--- src/rtl/rs_pkg.sv ---
package rs_pkg;

    // Life cycle of one station.
    typedef enum logic [2:0] {
        RS_FREE  = 3'd0,
        RS_WAIT  = 3'd1,
        RS_READY = 3'd2,
        RS_EXEC  = 3'd3,
        RS_DRAIN = 3'd4
    } rs_state_e;

endpackage

--- src/rtl/rs_pick.sv ---
// Lowest-index priority picker, used for allocation and for dispatch.
module rs_pick #(
    parameter int unsigned N     = 4,
    localparam int unsigned IDX_W = (N > 1) ? $clog2(N) : 1
) (
    input  logic [N-1:0]     req_i,
    output logic [N-1:0]     gnt_o,
    output logic [IDX_W-1:0] idx_o,
    output logic             any_o
);

    always_comb begin
        idx_o = '0;
        for (int i = N - 1; i >= 0; i--) begin
            if (req_i[i]) begin
                idx_o = IDX_W'(i);
            end
        end
        any_o = |req_i;
        gnt_o = any_o ? ({{(N-1){1'b0}}, 1'b1} << idx_o) : '0;
    end

endmodule

--- src/rtl/rs_slot.sv ---
// One operand slot: value or producer tag, filled by a bus snoop.
module rs_slot #(
    parameter int unsigned DATA_W = 16,
    parameter int unsigned TAG_W  = 4
) (
    input  logic              clk,
    input  logic              rst_n,
    input  logic              load_i,
    input  logic              load_rdy_i,
    input  logic [DATA_W-1:0] load_val_i,
    input  logic [TAG_W-1:0]  load_tag_i,
    input  logic              cdb_valid_i,
    input  logic [TAG_W-1:0]  cdb_tag_i,
    input  logic [DATA_W-1:0] cdb_data_i,
    output logic              load_ok_o,
    output logic              fill_o,
    output logic [DATA_W-1:0] val_o
);

    logic              rdy_q;
    logic [TAG_W-1:0]  tag_q;
    logic [DATA_W-1:0] val_q;
    logic              load_hit;
    logic              snoop_hit;

    assign load_hit  = cdb_valid_i && (cdb_tag_i == load_tag_i);
    assign snoop_hit = cdb_valid_i && !rdy_q && (cdb_tag_i == tag_q);
    assign load_ok_o = load_rdy_i || load_hit;
    assign fill_o    = rdy_q || snoop_hit;
    assign val_o     = val_q;

    always_ff @(posedge clk) begin
        if (!rst_n) begin
            rdy_q <= 1'b0;
            tag_q <= '0;
            val_q <= '0;
        end else if (load_i) begin
            rdy_q <= load_rdy_i || load_hit;
            tag_q <= load_tag_i;
            val_q <= load_rdy_i ? load_val_i : cdb_data_i;
        end else if (snoop_hit) begin
            rdy_q <= 1'b1;
            val_q <= cdb_data_i;
        end
    end

endmodule

--- src/rtl/rs_entry.sv ---
// One reservation station: opcode, two snooping slots, state machine.
module rs_entry
    import rs_pkg::*;
#(
    parameter int unsigned DATA_W = 16,
    parameter int unsigned TAG_W  = 4,
    parameter int unsigned OP_W   = 3
) (
    input  logic              clk,
    input  logic              rst_n,
    input  logic              alloc_i,
    input  logic [OP_W-1:0]   op_i,
    input  logic              a_rdy_i,
    input  logic [DATA_W-1:0] a_val_i,
    input  logic [TAG_W-1:0]  a_tag_i,
    input  logic              b_rdy_i,
    input  logic [DATA_W-1:0] b_val_i,
    input  logic [TAG_W-1:0]  b_tag_i,
    input  logic              cdb_valid_i,
    input  logic [TAG_W-1:0]  cdb_tag_i,
    input  logic [DATA_W-1:0] cdb_data_i,
    input  logic              fire_i,
    input  logic              flush_i,
    input  logic              done_i,
    output rs_state_e         st_o,
    output logic              free_o,
    output logic              ready_o,
    output logic [OP_W-1:0]   op_o,
    output logic [DATA_W-1:0] a_o,
    output logic [DATA_W-1:0] b_o
);

    rs_state_e       st_q, st_d;
    logic [OP_W-1:0] op_q;
    logic            a_ok, b_ok, a_fill, b_fill;

    rs_slot #(.DATA_W(DATA_W), .TAG_W(TAG_W)) slot_a_i (
        .clk(clk), .rst_n(rst_n), .load_i(alloc_i),
        .load_rdy_i(a_rdy_i), .load_val_i(a_val_i), .load_tag_i(a_tag_i),
        .cdb_valid_i(cdb_valid_i), .cdb_tag_i(cdb_tag_i), .cdb_data_i(cdb_data_i),
        .load_ok_o(a_ok), .fill_o(a_fill), .val_o(a_o)
    );

    rs_slot #(.DATA_W(DATA_W), .TAG_W(TAG_W)) slot_b_i (
        .clk(clk), .rst_n(rst_n), .load_i(alloc_i),
        .load_rdy_i(b_rdy_i), .load_val_i(b_val_i), .load_tag_i(b_tag_i),
        .cdb_valid_i(cdb_valid_i), .cdb_tag_i(cdb_tag_i), .cdb_data_i(cdb_data_i),
        .load_ok_o(b_ok), .fill_o(b_fill), .val_o(b_o)
    );

    // Next-state logic.
    always_comb begin
        st_d = st_q;
        unique case (st_q)
            RS_FREE:  if (alloc_i) st_d = (a_ok && b_ok) ? RS_READY : RS_WAIT;
            RS_WAIT:  if (flush_i) st_d = RS_FREE;
                      else if (a_fill && b_fill) st_d = RS_READY;
            RS_READY: if (flush_i) st_d = RS_FREE;
                      else if (fire_i) st_d = RS_EXEC;
            RS_EXEC:  if (done_i) st_d = RS_FREE;
                      else if (flush_i) st_d = RS_DRAIN;
            RS_DRAIN: if (done_i) st_d = RS_FREE;
            default:  st_d = RS_FREE;
        endcase
    end

    // State register.
    always_ff @(posedge clk) begin
        if (!rst_n) begin
            st_q <= RS_FREE;
        end else begin
            st_q <= st_d;
        end
    end

    always_ff @(posedge clk) begin
        if (!rst_n) begin
            op_q <= '0;
        end else if (alloc_i) begin
            op_q <= op_i;
        end
    end

    // Outputs.
    always_comb begin
        st_o    = st_q;
        free_o  = (st_q == RS_FREE);
        ready_o = (st_q == RS_READY);
        op_o    = op_q;
    end

endmodule

--- src/rtl/rs_bank.sv ---
module rs_bank
    import rs_pkg::*;
#(
    parameter int unsigned NUM_RS   = 4,
    parameter int unsigned DATA_W   = 16,
    parameter int unsigned TAG_W    = 4,
    parameter int unsigned OP_W     = 3,
    parameter int unsigned BASE_TAG = 4
) (
    input  logic              clk,
    input  logic              rst_n,
    input  logic              issue_valid,
    input  logic [OP_W-1:0]   issue_op,
    input  logic              issue_a_rdy,
    input  logic [DATA_W-1:0] issue_a_val,
    input  logic [TAG_W-1:0]  issue_a_tag,
    input  logic              issue_b_rdy,
    input  logic [DATA_W-1:0] issue_b_val,
    input  logic [TAG_W-1:0]  issue_b_tag,
    output logic              issue_ready,
    output logic [TAG_W-1:0]  issue_tag,
    input  logic              cdb_valid,
    input  logic [TAG_W-1:0]  cdb_tag,
    input  logic [DATA_W-1:0] cdb_data,
    output logic              disp_valid,
    input  logic              disp_ready,
    output logic [OP_W-1:0]   disp_op,
    output logic [DATA_W-1:0] disp_a,
    output logic [DATA_W-1:0] disp_b,
    output logic [TAG_W-1:0]  disp_tag,
    input  logic              flush,
    input  logic              done_valid,
    input  logic [TAG_W-1:0]  done_tag
);

    localparam int unsigned IDX_W = (NUM_RS > 1) ? $clog2(NUM_RS) : 1;

    rs_state_e          st_arr [NUM_RS];
    logic [OP_W-1:0]    op_arr [NUM_RS];
    logic [DATA_W-1:0]  a_arr  [NUM_RS];
    logic [DATA_W-1:0]  b_arr  [NUM_RS];

    logic [NUM_RS-1:0]  v_free, v_ready, v_wait, v_exec, v_drain;
    logic [NUM_RS-1:0]  alloc_oh, disp_oh, alloc_vec, fire_vec, done_hit;
    logic [IDX_W-1:0]   alloc_idx, disp_idx;
    logic               any_free, any_ready, issue_go;

    rs_pick #(.N(NUM_RS)) alloc_pick_i (
        .req_i(v_free), .gnt_o(alloc_oh), .idx_o(alloc_idx), .any_o(any_free)
    );

    rs_pick #(.N(NUM_RS)) disp_pick_i (
        .req_i(v_ready), .gnt_o(disp_oh), .idx_o(disp_idx), .any_o(any_ready)
    );

    assign issue_ready = any_free && !flush;
    assign issue_go    = issue_valid && issue_ready;
    assign issue_tag   = TAG_W'(BASE_TAG) + TAG_W'(alloc_idx);
    assign disp_valid  = any_ready && !flush;
    assign disp_tag    = TAG_W'(BASE_TAG) + TAG_W'(disp_idx);

    for (genvar g = 0; g < NUM_RS; g++) begin : g_st
        logic st_free, st_ready;

        assign alloc_vec[g] = issue_go && alloc_oh[g];
        assign fire_vec[g]  = disp_valid && disp_ready && disp_oh[g];
        assign done_hit[g]  = done_valid && (done_tag == TAG_W'(BASE_TAG + g));

        rs_entry #(.DATA_W(DATA_W), .TAG_W(TAG_W), .OP_W(OP_W)) entry_i (
            .clk(clk), .rst_n(rst_n), .alloc_i(alloc_vec[g]), .op_i(issue_op),
            .a_rdy_i(issue_a_rdy), .a_val_i(issue_a_val), .a_tag_i(issue_a_tag),
            .b_rdy_i(issue_b_rdy), .b_val_i(issue_b_val), .b_tag_i(issue_b_tag),
            .cdb_valid_i(cdb_valid), .cdb_tag_i(cdb_tag), .cdb_data_i(cdb_data),
            .fire_i(fire_vec[g]), .flush_i(flush), .done_i(done_hit[g]),
            .st_o(st_arr[g]), .free_o(st_free), .ready_o(st_ready),
            .op_o(op_arr[g]), .a_o(a_arr[g]), .b_o(b_arr[g])
        );

        assign v_free[g]  = st_free;
        assign v_ready[g] = st_ready;
        assign v_wait[g]  = (st_arr[g] == RS_WAIT);
        assign v_exec[g]  = (st_arr[g] == RS_EXEC);
        assign v_drain[g] = (st_arr[g] == RS_DRAIN);
    end

    // One-hot OR multiplexer onto the dispatch port.
    always_comb begin
        disp_op = '0;
        disp_a  = '0;
        disp_b  = '0;
        for (int i = 0; i < NUM_RS; i++) begin
            if (disp_oh[i]) begin
                disp_op = disp_op | op_arr[i];
                disp_a  = disp_a  | a_arr[i];
                disp_b  = disp_b  | b_arr[i];
            end
        end
    end

endmodule

--- config.mk ---
export PLATFORM = sky130hd
export DESIGN_NAME = rs_bank
export DESIGN_NICKNAME = d
export VERILOG_FILES = /design/src/rtl/rs_pkg.sv /design/src/rtl/rs_pick.sv /design/src/rtl/rs_slot.sv /design/src/rtl/rs_entry.sv /design/src/rtl/rs_bank.sv
export SDC_FILE = /design/constraint.sdc
export NUM_CORES = 1
export LEC_CHECK = 0
export ABC_AREA = 0
export BUFFER_PORTS_ARGS = -buffer_cell sky130_fd_sc_hd__buf_2
export CAP_MARGIN = 20
export CORE_UTILIZATION = 26
export CTS_BUF_LIST = sky130_fd_sc_hd__clkbuf_4
export DETAILED_ROUTE_END_ITERATION = 16
export PLACE_DENSITY = 0.51
export REMOVE_ABC_BUFFERS = 1
export SETUP_SLACK_MARGIN = 0.3
export SYNTH_ARGS = -nofsm -noshare
export SYNTH_HDL_FRONTEND = slang
export SYNTH_HIERARCHICAL = 1
export SYNTH_SLANG_ARGS = --single-unit
--- constraint.sdc ---
create_clock -name clk -period 2.55 [get_ports clk]
set_input_delay 0.51 -clock clk [delete_from_list [all_inputs] [get_ports clk]]
set_output_delay 0.51 -clock clk [all_outputs]
set_load 0.005 [all_outputs]
==> reports/metrics.csv <==
metric,value,unit
top cell type's share of synthesized area,0.3347,
Design Power,8699,uW
share of layout cells above drive strength 1,0.3498,
CP endpoint kind,output pin,
failing checks,setup timing,
Min Hold Slack,207.2,ps
max cap viols,0,
top post-synthesis cells by area,"dfxtp_1, mux2i_1, a221oi_2",
Hold Crit Depth,3,
"Hold Vio Cnt, Final",0,
met3 Use GR,0.02275,
Post-Layout Cell Count,1965,
Sink Count,192,
vias per cell,5.180,
die height,212.2,um
CTS Buf Count,17,
fin crit share,1.109,
DR vias,10178,
met1 Usage GRT,0.2460,
sequential area share after synthesis,0.3347,
number of remaining DRC errors,0,
Layout area overhead,23.16,%
Max clock buf depth,2,
io pins,121,
Routed Antenna Nets,0,
status,"finished, violations left",
Post-synth EDFFs,0,
Crit Path Class,reg -> out,
Post-synth ARST share,0,
"count leader, synth",nor2_1,
Hold Path Class,in -> reg,
unrepaired setup endpoints after global routing,true,
Reg power frac,0.415,
critical path launch point type,flop,
fin area,14140,um^2
mapped cell area,11480,um^2
Worst-path clk slew,160,ps
Nets,1441,
largest net degree at the start of global routing,39,
PnR worst setup slack,-278.3,ps
Max Fclk,0.3536,GHz
Cell Count Post-Placement,1876,
GRT Overall Usage,0.1865,
biggest area consumer among synthesized cells,dfxtp_1,
gpl congestion,0.8202,
max_slew headroom,0.2527,
setup violators final,35,
WL/cell,21.70,um
R2R setup slack,220,ps
Worst Tran Pin Value,1120,ps
Synth warnings,6,
Peak supply drop,0.3257,mV
H-tree levels,4,
Rows,76,
r2r endpoint,g_st[3].entry_i/slot_a_i/val_o[8]$_SDFFE_PN0P_,
commonest cells in the netlist,"nor2_1, dfxtp_1, mux2i_1",
die area,45010,um^2
GR peak layer,met2,
Psw,3347,uW
static leakage,0.006104,uW
DRT iter0 DRCs,684,
cells after synthesis,1190,
Clock Latency Late Sink,640,ps
Crit Path Max Fanout,5,
grt total ovfl,0,
Die W,212.2,um
clock power share,0.204,
FF-to-FF path depth,9,
Final min period,2828,ps
combinational power share,0.381,
Pwr per Cell Area,615.0,nW/um^2
clk_skew,56.38,ps
Yosys reg bits,192,
Critical Path End,disp_a[1],
final WL,42650,um
drt first pass iters,5,
Clock Root Buffer,clkbuf_4,
initial antenna violation count,2,
initial cell density of the core,0.2648,
IO Port Bufs,116,
Detailed Place HPWL,27110,um
first-pass GRT wire length,63070,um
Main synth FF type,dfxtp_1,
Synth cell types,43,
vias in the first global route,10072,
Int Pwr,5352,uW
DP Area,12790,um^2
WP data arrival,2320,ps
Critical path origin,g_st[1].entry_i/st_o[2]$_SDFFE_PN0P_,
Final Max Slew Viols,0,
CTS tree,built,
CP required,2040,ps
worst r2r src,g_st[3].entry_i/st_o[2]$_SDFFE_PN0P_,
Switching Fraction,0.3848,
syn_area_per_cell,9.650,um^2
core region area,43360,um^2
met2 Usage GRT,0.3131,
[critical path: stages, from the launching register on]
cell and delay [ps]:
dfxtp_4 400, nor3b_4 310, buf_6 160, nor3_4 40, buf_12 150, buf_12 130, buf_16 140, a22oi_2 150
nand2_1 90, buf_2 130
[placed cells by master (no fill, tap or decap), types with 5 or more instances in the layout]
cell | netlist | routed
dfxtp_2 | 0 | 6
nor2_1 | 198 | 193
a22oi_2 | 35 | 50
dfxtp_4 | 0 | 5
a31o_4 | 0 | 5
clkbuf_4 | 4 | 17
or2b_1 | 16 | 16
xnor2_1 | 16 | 16
buf_6 | 29 | 25
buf_12 | 3 | 9
mux2i_1 | 184 | 184
dfxtp_1 | 192 | 181
nand3_2 | 8 | 8
a31oi_1 | 8 | 8
a22oi_1 | 39 | 24
nand2b_1 | 10 | 9
a222oi_1 | 8 | 8
xor2_1 | 24 | 24
a221oi_1 | 56 | 56
inv_1 | 54 | 53
nor3_1 | 16 | 10
and2_4 | 0 | 6
buf_4 | 4 | 84
nand2_2 | 8 | 18
buf_2 | 8 | 112
nand2_1 | 58 | 48
nor2b_1 | 14 | 13
o2111a_1 | 8 | 8
a221oi_2 | 80 | 80
buf_16 | 0 | 7
o2111ai_1 | 8 | 8
[how the worst min path moves through the flow]
stage | start | end
2_1_floorplan | g_st[0].entry_i/slot_a_i/tag_q[3]$_SDFFE_PN0P_ | g_st[0].entry_i/slot_a_i/tag_q[3]$_SDFFE_PN0P_
3_3_place_gp | g_st[2].entry_i/op_o[0]$_SDFFE_PN0P_ | g_st[2].entry_i/op_o[0]$_SDFFE_PN0P_
3_5_place_dp | g_st[1].entry_i/op_o[0]$_SDFFE_PN0P_ | g_st[1].entry_i/op_o[0]$_SDFFE_PN0P_
4_1_cts | issue_op[0] | g_st[1].entry_i/op_o[0]$_SDFFE_PN0P_
5_1_grt | issue_op[0] | g_st[3].entry_i/op_o[0]$_SDFFE_PN0P_
6_report | issue_op[0] | g_st[1].entry_i/op_o[0]$_SDFFE_PN0P_
[cell type report]
type,instances,area [um^2]
clock buffers,17,127.6
flip-flops and latches,192,3870
multi-input cells,858,7093
fillers,4580,29220
diodes,2,5.005
clock inverters,15,172.7
inverters,54,202.7
well taps,585,732.0
repair buffers,242,1941
[power by group through the flow]
stage	clock, uW	sequential [uW]	combinational (uW)
after detailed placement	0	3660	2740
final	1780	3610	3310
after global routing	1950	3650	3540
after CTS	1840	3600	3080
after floorplan	0	3610	1700
after global placement	0	3650	2680
[metrics by stage]
step	setup WS [ps]	util	TNS, ps
floorplan	-2246	-	-221410
global placement	104.9	0.2951	0
finish	-278.3	0.3262	-7591
detailed placement	60.53	0.2951	0
CTS	-315.3	0.3171	-8918
global route	-396.2	0.3261	-11220
[flip-flops by register name (all words and copies together), names as in the netlist]
signal / count
g_st.entry_i/slot_a_i/rdy_q: 4
g_st.entry_i/st_o: 12
g_st.entry_i/slot_a_i/val_o: 64
g_st.entry_i/slot_b_i/tag_q: 16
g_st.entry_i/slot_b_i/val_o: 64
g_st.entry_i/slot_b_i/rdy_q: 4
g_st.entry_i/op_o: 12
g_st.entry_i/slot_a_i/tag_q: 16
[repair_timing]
| item | in CTS | in global routing |
|---|---|---|
| endpoints found under the setup margin | 167 | 185 |
| gates resized for setup | 70 | 44 |
| buffers inserted | 25 | 20 |
| gates cloned | 6 | 4 |
| pin swaps | 22 | 23 |
| hold buffers | 0 | 0 |
[kinds of logic after synthesis]
logic type                share of synthesized area
buffers and inverters                       0.07376
DFF                                          0.3347
xor gates and xnor gates                    0.03051
AOI/OAI and AO/OA                            0.2563
other                                     0.0006540
and+or+nand+nor                              0.1437
muxes                                        0.1604
[routing by layer]
metal	vias to the layer above	routed length [um]
met5	-	0
met4	0	751
met3	47	1773
met2	294	20610
met1	5071	19510
li1	4766	-
Power figures use the tool's default switching activity.
